===== src/rtl/sgd_pkg.sv =====
package sgd_pkg;
  localparam int WORD_W      = 32;
  localparam int WORD_BYTES  = WORD_W / 8;
  localparam int CNT_W       = 18;
  localparam int DESC_WORDS  = 3;
  localparam int DESC_BYTES  = DESC_WORDS * WORD_BYTES;
  localparam int LAST_BIT    = WORD_W - 1;
  localparam int ST_W        = 5;
  localparam int ST_RD_DONE  = 0;
  localparam int ST_WR_DONE  = 1;
  localparam int ST_RD_ERR   = 2;
  localparam int ST_WR_ERR   = 3;
  localparam int ST_LIST_ERR = 4;

  typedef struct packed {
    logic [WORD_W-1:0] src;
    logic [WORD_W-1:0] dst;
    logic [WORD_W-1:0] ctl;
  } sgd_desc_t;

  typedef enum logic [1:0] {W_IDLE, W_FETCH, W_COPY} walk_st_e;
endpackage


===== src/rtl/sgd_status.sv =====
module sgd_status
  import sgd_pkg::*;
(
  input  logic            clk,
  input  logic            rst_n,
  input  logic [ST_W-1:0] set_vec,
  input  logic            clr_we,
  input  logic [ST_W-1:0] clr_mask,
  output logic [ST_W-1:0] status
);
  logic [ST_W-1:0] clr_eff;
  assign clr_eff = clr_we ? clr_mask : '0;

  // set has priority over a clear landing in the same cycle
  always_ff @(posedge clk or negedge rst_n) begin
    if (!rst_n) status <= '0;
    else        status <= (status & ~clr_eff) | set_vec;
  end
endmodule


===== src/rtl/sgd_fetch.sv =====
module sgd_fetch
  import sgd_pkg::*;
(
  input  logic              clk,
  input  logic              rst_n,
  input  logic              go,
  input  logic [WORD_W-1:0] base,
  output logic              req_valid,
  input  logic              req_ready,
  output logic [WORD_W-1:0] req_addr,
  input  logic              rsp_valid,
  input  logic [WORD_W-1:0] rsp_data,
  input  logic              rsp_err,
  output logic              done,
  output logic              fail,
  output sgd_desc_t         desc
);
  typedef enum logic [1:0] {F_IDLE, F_REQ, F_WAIT} f_st_e;
  localparam int IDX_W = $clog2(DESC_WORDS);

  f_st_e            st;
  logic [IDX_W-1:0] widx;

  assign req_valid = (st == F_REQ);
  assign req_addr  = base + WORD_W'(widx) * WORD_W'(WORD_BYTES);

  always_ff @(posedge clk or negedge rst_n) begin
    if (!rst_n) begin
      st   <= F_IDLE;
      widx <= '0;
      done <= 1'b0;
      fail <= 1'b0;
      desc <= '0;
    end else begin
      done <= 1'b0;
      fail <= 1'b0;
      case (st)
        F_IDLE: if (go) begin
          st   <= F_REQ;
          widx <= '0;
        end
        F_REQ: if (req_ready) st <= F_WAIT;
        F_WAIT: if (rsp_valid) begin
          if (rsp_err) begin
            fail <= 1'b1;
            st   <= F_IDLE;
          end else begin
            case (widx)
              IDX_W'(0): desc.src <= rsp_data;
              IDX_W'(1): desc.dst <= rsp_data;
              default:   desc.ctl <= rsp_data;
            endcase
            if (widx == IDX_W'(DESC_WORDS - 1)) begin
              done <= 1'b1;
              st   <= F_IDLE;
            end else begin
              widx <= widx + IDX_W'(1);
              st   <= F_REQ;
            end
          end
        end
        default: st <= F_IDLE;
      endcase
    end
  end
endmodule


===== src/rtl/sgd_copy.sv =====
module sgd_copy
  import sgd_pkg::*;
(
  input  logic                  clk,
  input  logic                  rst_n,
  input  logic                  go,
  input  logic [WORD_W-1:0]     src,
  input  logic [WORD_W-1:0]     dst,
  input  logic [CNT_W-1:0]      count,
  output logic                  m_req_valid,
  input  logic                  m_req_ready,
  output logic                  m_req_we,
  output logic [WORD_W-1:0]     m_req_addr,
  output logic [WORD_W-1:0]     m_req_wdata,
  output logic [WORD_BYTES-1:0] m_req_be,
  input  logic                  m_rsp_valid,
  input  logic [WORD_W-1:0]     m_rsp_rdata,
  input  logic                  m_rsp_err,
  output logic                  done,
  output logic                  fail
);
  typedef enum logic [2:0] {C_IDLE, C_RD, C_RWAIT, C_WR, C_WWAIT} c_st_e;

  c_st_e             st;
  logic [CNT_W-1:0]  off;
  logic [CNT_W-1:0]  remaining;
  logic [WORD_W-1:0] hold;
  logic [WORD_W-1:0] off_ext;
  logic              final_word;

  assign remaining  = count - off;
  assign final_word = (remaining <= CNT_W'(WORD_BYTES));
  assign off_ext    = WORD_W'(off);

  assign m_req_valid = (st == C_RD) || (st == C_WR);
  assign m_req_we    = (st == C_WR);
  assign m_req_addr  = m_req_we ? (dst + off_ext) : (src + off_ext);
  assign m_req_wdata = hold;

  // lane n enabled while at least n+1 bytes remain (little-endian lanes)
  always_comb begin
    for (int i = 0; i < WORD_BYTES; i++)
      m_req_be[i] = (remaining > CNT_W'(i));
  end

  always_ff @(posedge clk or negedge rst_n) begin
    if (!rst_n) begin
      st   <= C_IDLE;
      off  <= '0;
      hold <= '0;
      done <= 1'b0;
      fail <= 1'b0;
    end else begin
      done <= 1'b0;
      fail <= 1'b0;
      case (st)
        C_IDLE: if (go) begin
          st  <= C_RD;
          off <= '0;
        end
        C_RD: if (m_req_ready) st <= C_RWAIT;
        C_RWAIT: if (m_rsp_valid) begin
          if (m_rsp_err) begin
            fail <= 1'b1;
            st   <= C_IDLE;
          end else begin
            hold <= m_rsp_rdata;
            st   <= C_WR;
          end
        end
        C_WR: if (m_req_ready) st <= C_WWAIT;
        C_WWAIT: if (m_rsp_valid) begin
          if (m_rsp_err) begin
            fail <= 1'b1;
            st   <= C_IDLE;
          end else if (final_word) begin
            done <= 1'b1;
            st   <= C_IDLE;
          end else begin
            off <= off + CNT_W'(WORD_BYTES);
            st  <= C_RD;
          end
        end
        default: st <= C_IDLE;
      endcase
    end
  end
endmodule


===== src/rtl/sg_dma_engine.sv =====
module sg_dma_engine
  import sgd_pkg::*;
#(
  parameter int MAX_DESC = 64
) (
  input  logic                  clk,
  input  logic                  rst_n,
  input  logic                  start,
  input  logic                  start_dir,
  input  logic [WORD_W-1:0]     list_base,
  input  logic                  clr_we,
  input  logic [ST_W-1:0]       clr_mask,
  output logic                  busy_o,
  output logic                  irq_o,
  output logic [ST_W-1:0]       status_o,
  output logic                  d_req_valid,
  input  logic                  d_req_ready,
  output logic [WORD_W-1:0]     d_req_addr,
  input  logic                  d_rsp_valid,
  input  logic [WORD_W-1:0]     d_rsp_data,
  input  logic                  d_rsp_err,
  output logic                  m_req_valid,
  input  logic                  m_req_ready,
  output logic                  m_req_we,
  output logic [WORD_W-1:0]     m_req_addr,
  output logic [WORD_W-1:0]     m_req_wdata,
  output logic [WORD_BYTES-1:0] m_req_be,
  input  logic                  m_rsp_valid,
  input  logic [WORD_W-1:0]     m_rsp_rdata,
  input  logic                  m_rsp_err
);
  localparam int DC_W = $clog2(MAX_DESC + 1);

  walk_st_e          st;
  logic [WORD_W-1:0] ptr;
  logic              dir_q;
  logic [DC_W-1:0]   dcnt;
  logic              fetch_go, copy_go;
  logic              f_done, f_fail, c_done, c_fail;
  sgd_desc_t         desc;
  logic              desc_bad;
  logic [ST_W-1:0]   set_vec;
  logic              finish, advance, irq_ev;

  sgd_fetch u_fetch (
    .clk, .rst_n,
    .go        (fetch_go),
    .base      (ptr),
    .req_valid (d_req_valid),
    .req_ready (d_req_ready),
    .req_addr  (d_req_addr),
    .rsp_valid (d_rsp_valid),
    .rsp_data  (d_rsp_data),
    .rsp_err   (d_rsp_err),
    .done      (f_done),
    .fail      (f_fail),
    .desc      (desc)
  );

  sgd_copy u_copy (
    .clk, .rst_n,
    .go          (copy_go),
    .src         (desc.src),
    .dst         (desc.dst),
    .count       (desc.ctl[CNT_W-1:0]),
    .m_req_valid, .m_req_ready, .m_req_we, .m_req_addr,
    .m_req_wdata, .m_req_be, .m_rsp_valid, .m_rsp_rdata, .m_rsp_err,
    .done        (c_done),
    .fail        (c_fail)
  );

  sgd_status u_status (
    .clk, .rst_n,
    .set_vec  (set_vec),
    .clr_we   (clr_we),
    .clr_mask (clr_mask),
    .status   (status_o)
  );

  assign desc_bad = (desc.ctl[CNT_W-1:0] == '0) || (|desc.ctl[LAST_BIT-1:CNT_W]);
  assign busy_o   = (st != W_IDLE);

  always_comb begin
    set_vec = '0;
    finish  = 1'b0;
    advance = 1'b0;
    irq_ev  = 1'b0;
    case (st)
      W_FETCH: begin
        if (f_fail || (f_done && desc_bad)) begin
          set_vec[ST_LIST_ERR] = 1'b1;
          finish = 1'b1;
        end
      end
      W_COPY: begin
        if (c_fail) begin
          if (dir_q) set_vec[ST_WR_ERR] = 1'b1;
          else       set_vec[ST_RD_ERR] = 1'b1;
          finish = 1'b1;
        end else if (c_done) begin
          if (desc.ctl[LAST_BIT]) begin
            if (dir_q) set_vec[ST_WR_DONE] = 1'b1;
            else       set_vec[ST_RD_DONE] = 1'b1;
            irq_ev = 1'b1;
            finish = 1'b1;
          end else if (dcnt == DC_W'(MAX_DESC - 1)) begin
            set_vec[ST_LIST_ERR] = 1'b1;
            finish = 1'b1;
          end else begin
            advance = 1'b1;
          end
        end
      end
      default: ;
    endcase
  end

  always_ff @(posedge clk or negedge rst_n) begin
    if (!rst_n) begin
      st       <= W_IDLE;
      ptr      <= '0;
      dir_q    <= 1'b0;
      dcnt     <= '0;
      fetch_go <= 1'b0;
      copy_go  <= 1'b0;
      irq_o    <= 1'b0;
    end else begin
      fetch_go <= 1'b0;
      copy_go  <= 1'b0;
      irq_o    <= irq_ev;
      case (st)
        W_IDLE: if (start) begin
          st       <= W_FETCH;
          ptr      <= list_base;
          dir_q    <= start_dir;
          dcnt     <= '0;
          fetch_go <= 1'b1;
        end
        W_FETCH: begin
          if (finish) st <= W_IDLE;
          else if (f_done) begin
            st      <= W_COPY;
            copy_go <= 1'b1;
          end
        end
        W_COPY: begin
          if (finish) st <= W_IDLE;
          else if (advance) begin
            st       <= W_FETCH;
            ptr      <= ptr + WORD_W'(DESC_BYTES);
            dcnt     <= dcnt + DC_W'(1);
            fetch_go <= 1'b1;
          end
        end
        default: st <= W_IDLE;
      endcase
    end
  end
endmodule


===== config.mk =====
export PLATFORM = sky130hd
export DESIGN_NAME = sg_dma_engine
export DESIGN_NICKNAME = d
export VERILOG_FILES = /design/src/rtl/sgd_pkg.sv /design/src/rtl/sgd_status.sv /design/src/rtl/sgd_fetch.sv /design/src/rtl/sgd_copy.sv /design/src/rtl/sg_dma_engine.sv
export SDC_FILE = /design/constraint.sdc
export NUM_CORES = 1
export LEC_CHECK = 0
export BUFFER_PORTS_ARGS = -buffer_cell sky130_fd_sc_hd__buf_4
export CAP_MARGIN = 20
export CORE_MARGIN = 2
export CORE_UTILIZATION = 57
export DETAILED_ROUTE_END_ITERATION = 16
export PLACE_DENSITY = 0.81
export SLEW_MARGIN = 20
export SYNTH_ARGS = -nofsm -noshare
export SYNTH_HDL_FRONTEND = slang
export SYNTH_SLANG_ARGS = --single-unit

===== constraint.sdc =====
create_clock -name clk -period 6.4 [get_ports clk]
set_clock_uncertainty 0.15 [all_clocks]
set_input_delay 1.28 -clock clk [delete_from_list [all_inputs] [get_ports clk]]
set_output_delay 1.28 -clock clk [all_outputs]
set_load 0.01 [all_outputs]

# After elaboration in Yosys (flattened, before gate mapping)
# Cells that the tools add are included.
# Widths: inputs -> output; s select.
# word_totals
wordCells	182
output_inout_bits	110
in_bits	112
reg_bits	207
# op_classes
n_mux	88
n_reduce_logical	27
addsub	8
eq_ne	28
n_bitwise	6
n_lt_le_gt_ge	5
# op_table
op	n
$mux 32	4
$mux 18	4
$add 32x18->32	2
$pmux 32 s2	1
$mux 1	41
$gt 18x1->1 const B	2
$gt 18x2->1 const B	2
$mux 2	18
$pmux 18 s2	1
$add 32x4->32	1
$add 32x4->32 const B	1
$ne 2x2->1 const B	14
$mux 7	3
$add 18x3->18 const B	1
$le 18x3->1 const B	1
$logic_not 18->1	1
$mux 3	6
$sub 18x18->18	1
$reduce_and 4->1	4
$pmux 3 s5	1
$reduce_and 5->1	3
$pmux 7 s2	1
$reduce_or 13->1	1
$pmux 2 s3	2
other kinds (27)	46

# Longest topological paths before layout
# Gate-level depths: netlist of the first run.
# logic_depth
word_depth	9
ltp_mapped	17
depth_no_buf	14

# By module
# From an unflattened synthesis of the first run, not the netlist that was laid out.
# hier_totals
cells_unflattened	1283
hier_area_um2	12609.6
# modules_own_cells
module	area_each_um2	seq_area_each_um2	instances	cells_each
sgd_copy	4906.0	1326.3	1	593
sgd_fetch	4488.1	2552.4	1	322
sg_dma_engine	3034.2	1126.1	1	353
sgd_status	181.4	125.1	1	15

# Least setup slack after synthesis of the first run
# OpenSTA, ideal clock, no wires.
# synth_timing
path_kind	register -> output
start	register u_copy.st[1]
end	output m_req_addr[28]
n_path_buf	4
stages_incl_launch_ff	17
required_time_ns	4.970
arrival_ns	4.027
slack_ns	0.943
cell_sequence	dfrtp_1 clkbuf_1 nand3b_1 clkbuf_1 buf_1 clkbuf_1 nand2_1 nand2_1 ha_1 a2111oi_0 o21ai_0 nand4_1 a311oi_1 a221o_1 a21oi_1 nor4_1 xnor2_1
# synth_between
elab_chain_len	2
# synth_lines
element	line	source
from (decl)	sgd_copy.sv:24	c_st_e st;
from (signal assigned)	sgd_copy.sv:48	st <= C_IDLE;
from (signal assigned)	sgd_copy.sv:58	st <= C_RD;
from (signal assigned)	sgd_copy.sv:61	C_RD: if (m_req_ready) st <= C_RWAIT;
$eq 3x2->1	sgd_copy.sv:36	assign m_req_we = (st == C_WR);
$mux 32	sgd_copy.sv:37	assign m_req_addr = m_req_we ? (dst + off_ext) : (src + off_ext);
to (decl)	sg_dma_engine.sv:25	output logic [WORD_W-1:0] m_req_addr,
# Every way passes these cells.

# Worst setup path after layout of the first run
# layout_timing
start	register u_copy.st[2]
end	output m_req_addr[28]
# The elaborated chain is that of the path after synthesis.

==> results of run 1 <==
==> routing by layer <==
| layer | up-vias | wire (microns) | part of all wire, % | GRT usage, % |
|---|---|---|---|---|
| li1 | 4965 | - | - | - |
| met1 | 5124 | 12900 | 38 | 37.4 |
| met2 | 493 | 16700 | 50 | 50.2 |
| met3 | 86 | 2890 | 8.6 | 5.97 |
| met4 | 0 | 994 | 3.0 | 9.58 |
| met5 | - | 0 | 0 | 0 |
==> logic make-up after synthesis <==
kind of cell,share of synthesized area [%]
adders and majority gates,4.98
buffers and inverters,3.64
other,0.0615
and+or+nand+nor,15.9
DFF,42.0
AOI/OAI and AO/OA,15.1
muxes,13.7
xor gates and xnor gates,4.52
==> layout make-up <==
type | count | area, sq um
antenna | 2 | 5.00
clock buffer | 33 | 673
clock inverter | 8 | 105
fill | 1576 | 6150
inverter | 55 | 206
multi-input combinational | 961 | 6640
sequential | 205 | 5130
tap | 275 | 344
timing repair buffer | 234 | 1760
==> worst max-delay path, delay by kind of cell (launching register included) <==
family	cells	cell delay, ns
simple gates	5	0.75
flops	1	0.48
buf+inv	2	0.60
fa+ha+maj	1	0.27
compound gates	5	1.65
xor+xnor	1	0.17
==> worst max path at each step <==
stage	startpoint	to	slack, ns	depth (start not counted)
2_1_floorplan	u_copy.st[1]	m_req_addr[28]	0.94	16
3_3_place_gp	u_copy.st[2]	m_req_addr[28]	1.29	14
3_5_place_dp	u_copy.st[2]	m_req_addr[26]	1.12	14
4_1_cts	u_copy.st[2]	m_req_addr[26]	0.54	14
5_1_grt	u_copy.st[2]	m_req_addr[28]	0.11	14
6_report	u_copy.st[2]	m_req_addr[28]	0.52	14
==> through the flow <==
step                      total power, mW  worst slack (ns)  hold WS [ns]
after CTS                            6.54             0.543         0.333
after floorplan                      3.93             0.943         0.301
after global placement               5.08              1.29         0.317
final                                6.54             0.521         0.329
after detailed placement             5.16              1.12         0.320
after global routing                 6.95             0.111         0.356
==> power groups by stage <==
stage	clock [mW]	sequential [mW]	combinational (mW)
5_1_grt	1.42	2.20	3.32
2_1_floorplan	0	2.05	1.89
6_report	1.35	2.15	3.04
4_1_cts	1.37	2.13	3.03
3_3_place_gp	0	2.13	2.95
3_5_place_dp	0	2.15	3.01
==> layout by cell type (no fill, tap or decap), drive strengths merged, types with 4 or more instances in the layout <==
cell type,instances
buf,233
dfrtp,205
nand2,158
mux2,133
a21oi,94
o21ai,73
nor2,70
inv,56
ha,47
xnor2,45
nand3,38
clkbuf,34
nor3,25
mux2i,18
xor2,18
o22ai,18
nand4,18
nor4,15
nand2b,14
a21o,14
and3,13
o31ai,10
or3,9
and2,9
o211ai,9
nor2b,8
a31oi,8
a22o,8
o21bai,7
nor3b,7
nand3b,6
clkinv,5
or2,4
o211a,4
or4,4
a41o,4
a21boi,4
==> flip-flops by register name, summed over array words and instances, names as in the netlist, 2 cells and up <==
| signal | cells |
|---|---|
| u_copy.st | 3 |
| u_copy.m_req_wdata | 32 |
| dcnt | 7 |
| u_fetch.st | 2 |
| ptr | 32 |
| u_fetch.desc | 96 |
| u_copy.off | 16 |
| u_fetch.widx | 2 |
| u_status.status | 5 |
| st | 2 |
==> results.txt, run 1 <==
The HPWL after detailed placement is 24500 microns. The final max-slew violation count came out at 0. The total detailed-routing wirelength is 33500 microns.

The sequential cell fraction of total power came out at 32.8%. The standard-cell row count came out at 53. The via count normalized by instance count is 6.02. Clock-pin slew was measured on the worst setup and hold paths at 0.06 ns.

The die width came out at 150 microns. The number of resized instances in the post-cts repair step came out at 0. For hold timing, the worst endpoint is u_status.status[2]. TritonCTS built the clock tree. The cell depth of the worst flop-to-flop path is 11. The final setup violation count is 0.

The arrival time reported for the critical path endpoint is 4.45 ns. The reported max-cap violation count is 0. The pre-antenna-repair detailed-routing pass consisted of 7 iterations. The number of buffers inserted by port buffering is 221.

The relative slew slack came out at 40.8%. The most frequent cell on the critical path is nand2_1. The sum of negative setup slack came out at 0 ns.

The number of synthesis warnings came out at 0. The cell count after placement came out at 1730. For this run, design rule violations remaining after detail routing come to 0. The number of synthesized register bits is 205. The number of antenna violations at the first check in global routing was 2.

The biggest fanout along the worst timing path is 15. Derived from the worst setup path, the maximum achievable clock frequency is 0.170 GHz. The data required time at the worst endpoint came out at 4.97 ns.

For this configuration, the core starts out at a cell density of 58.1%. The number of non-filler instances in the completed layout came out at 1773. The minimum clock period is 5.88 ns.

The commonest register cell after synthesis is dfrtp_1. The combinational share of power is 46.5%. The via count of the first global-routing pass is 10.4k. The net count reported at finish came out at 1640. The startpoint of the lowest-slack hold path is u_status.status[2].

The die height came out at 150 microns. The relative area change from synthesis to final layout is 21.8%. The setup path with the least slack is of type reg2out. The instance count of the mapped netlist is 1275. The switching power total came out at 2.54 mW. The first global-routing pass estimated 53100 microns of wire.

Yosys mapped the design onto 72 distinct sky130hd cell types. The proportion of synthesized chip area in sequential cells came out at 42.0%. The worst reg-to-reg setup slack came out at 2.55 ns.

The pin count of the biggest net entering global routing came out at 81. Cells with a size suffix above 1 make up 28.3% of the layout. The actual slew at the worst max-slew pin is 0.888 ns. The number of clock buffers inserted by TritonCTS is 23. Setup repair after global routing left no endpoint under its margin. At the end of the flow the core is filled with cells to 70.7%. After synthesis, the largest area contributor takes up 42.0% of total cell area. The total overflow left after global routing is 0. The setup fix buffers added after clock tree synthesis came out at 0. The slowest stage cell on the critical path is a21oi_1.

The run finished with clean final reports. CTS built an H-tree with a depth of 1. The number of I/O pins came out at 222.

The most frequently used cell type in the post-synthesis netlist is dfrtp_1. The maximum root-to-sink buffer count came out at 3. The cell area after synthesis is 12200 sq um.

The path type of the worst min-delay path is reg2reg. The cell internal power dissipation came out at 4.00 mW. The detailed-route via count is 10.7k. The signal on the critical path passes through nand3b_1 -> inv_1 -> nand2_1 -> nand2_1 -> ha_1 -> a2111oi_0 -> o21ai_0 -> nand4_1 -> a311oi_1 -> a221o_1 -> a21oi_1 -> nor4_1 -> xnor2_1 -> buf_4. The buffer type at the clock tree root is clkbuf_16.

The critical path capture point type is an output port. The startpoint identified for the worst register-to-register timing path is u_copy.off[6]. STA classifies the critical path startpoint as a register.

For this design, the CTS-stage hold fixing added 0 buffers. The final design instance area without fill came out at 14900 sq um. The average wire length per cell after detail routing came out at 18.9 microns.

The area enclosed by the die boundary is 22600 sq um. The number of hold violations in the final report is 0. The final critical-path share of the clock period is 91.9%. The synthesized design contains 0 enable-type register cells. The delay of the slowest cell on the worst path is 0.49 ns. The capture point of the worst reg-to-reg path is u_copy.off[4]. The synthesized area per cell came out at 9.57 sq um. Of all cell types, the one taking the most synthesized area is dfrtp_1. By area the synthesized netlist is led by dfrtp_1 (42%), mux2_2 (12%), nand2_1 (4.9%), ha_1 (4.8%), a21oi_1 (3.9%). The area inside the core boundary came out at 21000 sq um.

The switching part of the total power is 38.8%. Across the VDD grid, the largest voltage drop is 0.000304 V. The initial DRC count is 843.

The number of clock sinks came out at 205. The instance count along the most critical hold path is 2. The insertion delay of the later-clocked pin in the worst-skew pair is 0.52 ns. Across every metal layer, demand over resource in global routing totals 29.4%. The instance area after placement is 14100 sq um.

In the synthesized netlist, the cells that appear most often are dfrtp_1 (205), nand2_1 (158), mux2_2 (133). For this run, asynchronously set or reset flops after synthesis account for 100%. The power density relative to cell area is 440 nW/um^2. In this run the remaining antenna-violating nets after routing total 0.

The final weighted congestion of routability-driven global placement is 0.930. In this run, the clock network consumes 20.7% of the power. The leakage component of the power is 7.13 nW.
Note: power is estimated with default switching activity, not from simulation.
==> inputs of run 2 (changes only) <==
--- a/config.mk
+++ b/config.mk
@@ -10,7 +10,7 @@
 export CORE_MARGIN = 2
 export CORE_UTILIZATION = 57
 export DETAILED_ROUTE_END_ITERATION = 16
-export PLACE_DENSITY = 0.81
+export PLACE_DENSITY = 0.83
 export SLEW_MARGIN = 20
 export SYNTH_ARGS = -nofsm -noshare
 export SYNTH_HDL_FRONTEND = slang
==> results.txt, run 2 (synthesis results as in run 1) <==
The run finished with clean final reports. The worst path meets setup with 0.440 ns of slack. The number of clock sinks is 205.

The share of layout cells above drive strength 1 came out at 28.6%. The total power draw came out at 6.63 mW. STA classifies the critical path endpoint as an output port.

u_fetch.desc holds more flip-flops than any other register. The arrival time reported for the critical path endpoint is 4.53 ns. In this run the power density over the cells is 443 nW/um^2.

The HPWL after detailed placement is 24700 microns. The net count reported at finish is 1641. The path type of the worst setup path is reg2out. The via count of the first global-routing pass came out at 10.4k. In this run the critical register-to-register path is captured at u_copy.off[4].

Timing analysis after detailed placement gives a worst setup slack of 0.723 ns. The total track usage is 29.1%. The leakage component of the power is 7.14 nW. After clock tree synthesis, the clock-pin slew on the worst setup and hold paths is 0.06 ns. The final design instance area without fill is 15000 sq um. The starting density of the core came out at 58.1%. The number of clock buffers inserted by TritonCTS came out at 23. The final standard cell utilization of the core is 71.1%. Before antenna repair, the detailed router went through 5 iterations. The average wire length per cell after detail routing is 18.9 microns. The relative slew slack came out at 40.9%. The worst reg-to-reg setup slack is 2.42 ns. TritonCTS built the clock tree. The final weighted congestion of routability-driven global placement came out at 0.910. The tightest min-delay check is of the reg2reg type. The instance count along the most critical hold path came out at 2. Across the VDD grid, the largest voltage drop is 0.000292 V.

The biggest fanout along the worst timing path is 16. The first-pass GRT wire length came out at 52600 microns. The number of buffers inserted by port buffering is 221. In this run the most critical hold path is launched from u_status.status[2].

Setup repair after global routing left no endpoint under its margin. The number of hold violations in the final report came to 0. CTS built an H-tree with a depth of 1.

The total detailed-routing wirelength came out at 33500 microns. The cell depth of the worst flop-to-flop path came out at 11. The area enclosed by the die boundary is 22600 sq um.

The reported max-cap violation count came out at 0. CTS placed an instance of clkbuf_16 at the clock tree root. The count of cells in the finished layout, fillers not included, comes to 1773.

The minimum clock period came out at 5.96 ns. Across all hold checks on the routed design, the worst slack comes to 0.329 ns. The maximum root-to-sink buffer count is 3. The post-detailed-route DRC marker count came out at 0. The insertion delay of the later-clocked pin in the worst-skew pair is 0.52 ns. The final max-slew violation count came out at 0. In this run the count of I/O pins placed on the die edge is 222. The register with the most flip-flops in the layout has 96 of them. The instance area after placement came out at 14100 sq um.

For the pin with the worst max-slew slack, the measured transition is 0.878 ns. The die height is 150 microns. For this run, the top clock speed supported by timing is 0.168 GHz. Of the available clock period, the critical path in the final layout requires 93.1%. Setup violations remaining at the end of the flow were counted as 0. The standard-cell row count came out at 53. The area inside the core boundary is 21000 sq um.

The relative area change from synthesis to final layout is 22.5%. The cell count after placement came out at 1730. For this block, the initial DRC count from the detailed router was 806.

The pin count of the biggest net entering global routing is 99. The number of antenna diodes in the final layout is 0. The sum of negative setup slack is 0 ns. The die width is 150 microns.

The number of antenna violations at the first check in global routing is 0. Leaving out fill and tap cells, the most frequent cells in the layout are buf_4 (233), dfrtp_1 (205), nand2_1 (158). Data on the critical path is required at its endpoint by 4.97 ns. The path with the worst hold slack has its endpoint at u_status.status[2]. The detailed-route via count is 10.7k.

The via count normalized by instance count is 6.02. The library cell used most frequently in the layout, excluding fill and tap cells, is buf_4. The detail route stage leaves a number of antenna-violating nets equal to 0. The worst setup path is launched from a register. The remaining global-route overflow came out at 0. The startpoint identified for the worst register-to-register timing path is u_copy.off[13].
run 2: layout make-up:
| class | instances | area [sq um] |
|---|---|---|
| Clock buffer | 29 | 648 |
| Clock inverter | 13 | 195 |
| Fill cell | 1556 | 6070 |
| Inverter | 55 | 210 |
| Multi-Input combinational cell | 961 | 6640 |
| Sequential cell | 205 | 5130 |
| Tap cell | 275 | 344 |
| Timing Repair Buffer | 235 | 1780 |
run 2: metal layers:
layer	wire length, microns	part of all wire (%)	up-vias	global-route usage, %
li1	-	-	4983	-
met1	13500	40	5163	36.8
met2	16400	49	452	50.5
met3	2640	7.9	73	6.12
met4	949	2.8	0	8.40
met5	0	0	-	0
run 2: how the worst max path moves through the flow:
stage | from | to | slack, ns | depth (start not counted)
2_1_floorplan | u_copy.st[1] | m_req_addr[28] | 0.94 | 16
3_3_place_gp | u_copy.st[2] | m_req_addr[28] | 0.85 | 14
3_5_place_dp | u_copy.st[2] | m_req_addr[26] | 0.72 | 14
4_1_cts | u_copy.st[2] | m_req_addr[26] | 0.14 | 14
5_1_grt | u_copy.st[2] | m_req_addr[24] | 0.19 | 15
6_report | u_copy.st[2] | m_req_addr[26] | 0.44 | 15
run 2: what timing repair did:
item,in CTS,in global routing
buffers inserted,0,1
endpoints found under the hold margin,0,0
endpoints found under the setup margin,0,6
gates resized for setup,0,1
hold buffers,0,0
run 2: report_power, final:
part / leakage, nW / internal (mW) / switching, mW
sequential: 2.60 / 1.73 / 0.428
clock: 0.407 / 0.886 / 0.554
combinational: 4.14 / 1.46 / 1.57
total: 7.14 / 4.08 / 2.55
run 2: worst max-delay path, cell delays in order (launching register included):
cell and delay (ns):
dfrtp_1 0.53, nand3b_1 0.23, buf_12 0.17, clkinvlp_4 0.27, nand2_1 0.15, nand2_1 0.06
ha_1 0.32, a2111oi_0 0.43, o21ai_0 0.21, nand4_1 0.17, a311oi_1 0.16, a221o_1 0.39
a21oi_1 0.46, nor3b_1 0.14, xor2_1 0.16, buf_4 0.15
==> inputs of run 3 (changes only) <==
--- a/config.mk
+++ b/config.mk
@@ -14,4 +14,5 @@
 export SLEW_MARGIN = 20
 export SYNTH_ARGS = -nofsm -noshare
 export SYNTH_HDL_FRONTEND = slang
+export SYNTH_HIERARCHICAL = 1
 export SYNTH_SLANG_ARGS = --single-unit
==> results.txt, run 3 <==
The clock input transition at the sequential cells of the worst setup and hold paths is 0.06 ns. Sorting the synthesized cells by how often they occur yields dfrtp_1 (205), nand2_1 (147), mux2_2 (133). CTS placed an instance of clkbuf_16 at the clock tree root.

The power density relative to cell area came out at 444 nW/um^2. The commonest register cell after synthesis is dfrtp_1. The final setup violation count is 0.

In the post-synthesis netlist, the cell with the most instances is dfrtp_1. The relative slew slack came out at 39.3%. The number of clock buffers inserted by TritonCTS is 22.

Timing would allow up to 0.166 GHz. Once layout is complete, the utilization of the core stands at 70.1%. The delay of the slowest cell on the worst path came out at 0.49 ns. The share of the synthesized area in the top cell type came out at 40.7%. The final design instance area without fill came out at 15300 sq um. The first-pass iteration count of the detailed router came out at 5.

Prior to clock tree synthesis, the placed netlist has a worst setup slack of 0.824 ns. The actual slew at the worst max-slew pin came out at 0.908 ns. The biggest area contributor in the post-synthesis netlist is dfrtp_1. In this run the worst path has a maximum fanout of 20. The initialized floorplan defines 54 standard-cell rows. TritonCTS built the clock tree. The initial DRC count came out at 600. The antenna cell count is 0. The sum of negative setup slack came out at 0 ns. The number of clock sinks came out at 205.

Clock latency on the worst-skew pair, taken at its later pin, is 0.50 ns. The net count reported at finish is 1652. The run finished with clean final reports.

The number of hold violations in the final report came out at 0. The worst hold margin came out at 0.328 ns. The tool flagged a number of max-cap violations equal to 0. The count of cells in the finished layout, fillers not included, comes to 1788. The number of antenna violations at the first check in global routing is 1.

In this run the number of H-tree levels came out at 1. The area enclosed by the die boundary is 23300 sq um. The arrival time reported for the critical path endpoint came out at 4.58 ns. The HPWL after detailed placement is 25700 microns. The die height came out at 153 microns.

For this run, the register share of the synthesized area comes to 40.7%. The worst setup path is launched from a register. By area the synthesized netlist is led by dfrtp_1 (41%), mux2_2 (12%), ha_1 (4.5%), nand2_1 (4.4%), xnor2_1 (2.4%). The relative area change from synthesis to final layout is 21.0%. The pin count of the biggest net entering global routing came out at 110. At the end of routability-driven placement, the weighted congestion stood at 0.939.

Setup repair after global routing left no endpoint under its margin. The library cell used most frequently in the layout, excluding fill and tap cells, is buf_4. In the global route stage, overall resource usage came out at 29.3%. The data required time at the worst endpoint came out at 4.97 ns. The detailed-route via count is 10.9k. The synthesized design contains 0 enable-type register cells. The slowest stage of the critical path is the dfrtp_1 cell.

The count of unique library cells instantiated by Yosys is 92. The detail route stage leaves a number of antenna-violating nets equal to 0. The number of buffers and inverters on the critical path is 3. The final worst slack is 0.387 ns. The cell that appears most often on the critical path is nand2_1.

The minimum clock period is 6.01 ns. Hold repair after CTS inserted 0 buffers. The total detailed-routing wirelength came out at 35200 microns.

The final max-slew violation count is 0. Summing every instance area after synthesis gives 12600 sq um. The instance count of the mapped netlist came out at 1283. The worst setup path is captured at an output port. The library cells used most frequently in the layout, excluding fill and tap cells, are buf_4 (231), dfrtp_1 (205), nand2_1 (147). The remaining global-route overflow is 0. The maximum root-to-sink buffer count is 3. The total power draw is 6.78 mW. The cell count after placement is 1750. The via count normalized by instance count is 6.12. The setup path with the least slack is of type reg2out. The die width came out at 153 microns. The average wire length per cell after detail routing came out at 19.7 microns. The register with the most flip-flops in the layout has 96 of them. The number of I/O pins is 222. The path class of the tightest hold or removal check is reg2reg. The share of layout cells above drive strength 1 came out at 30.1%.

The synthesized area per cell is 9.83 sq um. The register with the most flip-flops in the final layout is u_fetch/desc. The first-pass GRT wire length came out at 56100 microns. The number of buffers inserted by port buffering came out at 221. The starting density of the core came out at 58.0%. The final critical path takes up 94.0% of the cycle.

The critical path goes through nor2b_1 -> nand2_1 -> inv_2 -> buf_4 -> nand2_1 -> nand2_1 -> ha_1 -> o21a_1 -> a21oi_1 -> o211ai_1 -> and3_1 -> a31o_2 -> o41ai_4 -> nor2b_1 -> xnor2_1 -> mux2i_1 -> buf_4. The leakage component of the power came out at 7.24 nW. The area inside the core boundary is 21800 sq um. The post-detailed-route DRC marker count is 0. The via count of the first global-routing pass is 11.0k. VDD sags by at most 0.000247 V. The fraction of synthesis flops using an asynchronous set or reset pin came out at 100%. The number of synthesized register bits is 205. The instance area after placement is 14500 sq um. The number of synthesis warnings is 6. The kind of cell with the highest combined delay along the critical path is compound AO/OA/AOI/OAI gates.
==> run 3: cells by family (layout without fill, tap and decap cells) <==
logic type | Yosys count | count (layout) | share of synthesized area, %
DFF | 205 | 205 | 40.7
adders and majority gates | 46 | 46 | 4.62
buffers and inverters | 99 | 323 | 3.38
xor gates and xnor gates | 65 | 65 | 4.51
AOI/OAI and AO/OA | 255 | 255 | 13.8
and+or+nand+nor | 454 | 454 | 19.1
other | 1 | 2 | 0.0297
muxes | 158 | 158 | 13.9
==> run 3: layout make-up <==
class                   instances  area [sq um]
multi-input cells             980          7080
fillers                      1655          6500
flip-flops and latches        205          5130
repair buffers                232          1750
clock buffers                  31           656
well taps                     280           350
inverters                      53           199
clock inverters                 7          92.6
==> run 3: power by group <==
group / internal [mW] / switching, mW / total (mW)
logic: 1.56 / 1.67 / 3.23
registers: 1.75 / 0.486 / 2.24
clock network: 0.794 / 0.523 / 1.32
==> run 3: worst paths after layout <==
kind	depth (start not counted)	endpoint	slack, ns	start
min in group asynchronous	1	ptr[3]	0.71	rst_n
max reg2reg	12	u_copy/off[2]	2.21	u_copy/off[2]
min	1	u_status/status[3]	0.33	u_status/status[3]
min reg2reg	1	u_status/status[3]	0.33	u_status/status[3]
max in group asynchronous	2	u_copy/m_req_wdata[30]	4.11	rst_n
max	17	m_req_addr[19]	0.39	u_copy/st[2]
==> run 3: what timing repair did <==
item,4_1_cts,5_1_grt
endpoints found under the setup margin,0,3
setup buffers,0,0
gates resized for setup,0,1
==> run 3: routing by layer <==
metal	vias to the layer above	share of wire, %	GRT usage, %
met3	88	5.8	4.21
li1	5108	-	-
met1	5369	39	35.8
met4	2	3.5	10.5
met5	-	0.037	0
met2	382	52	52.7
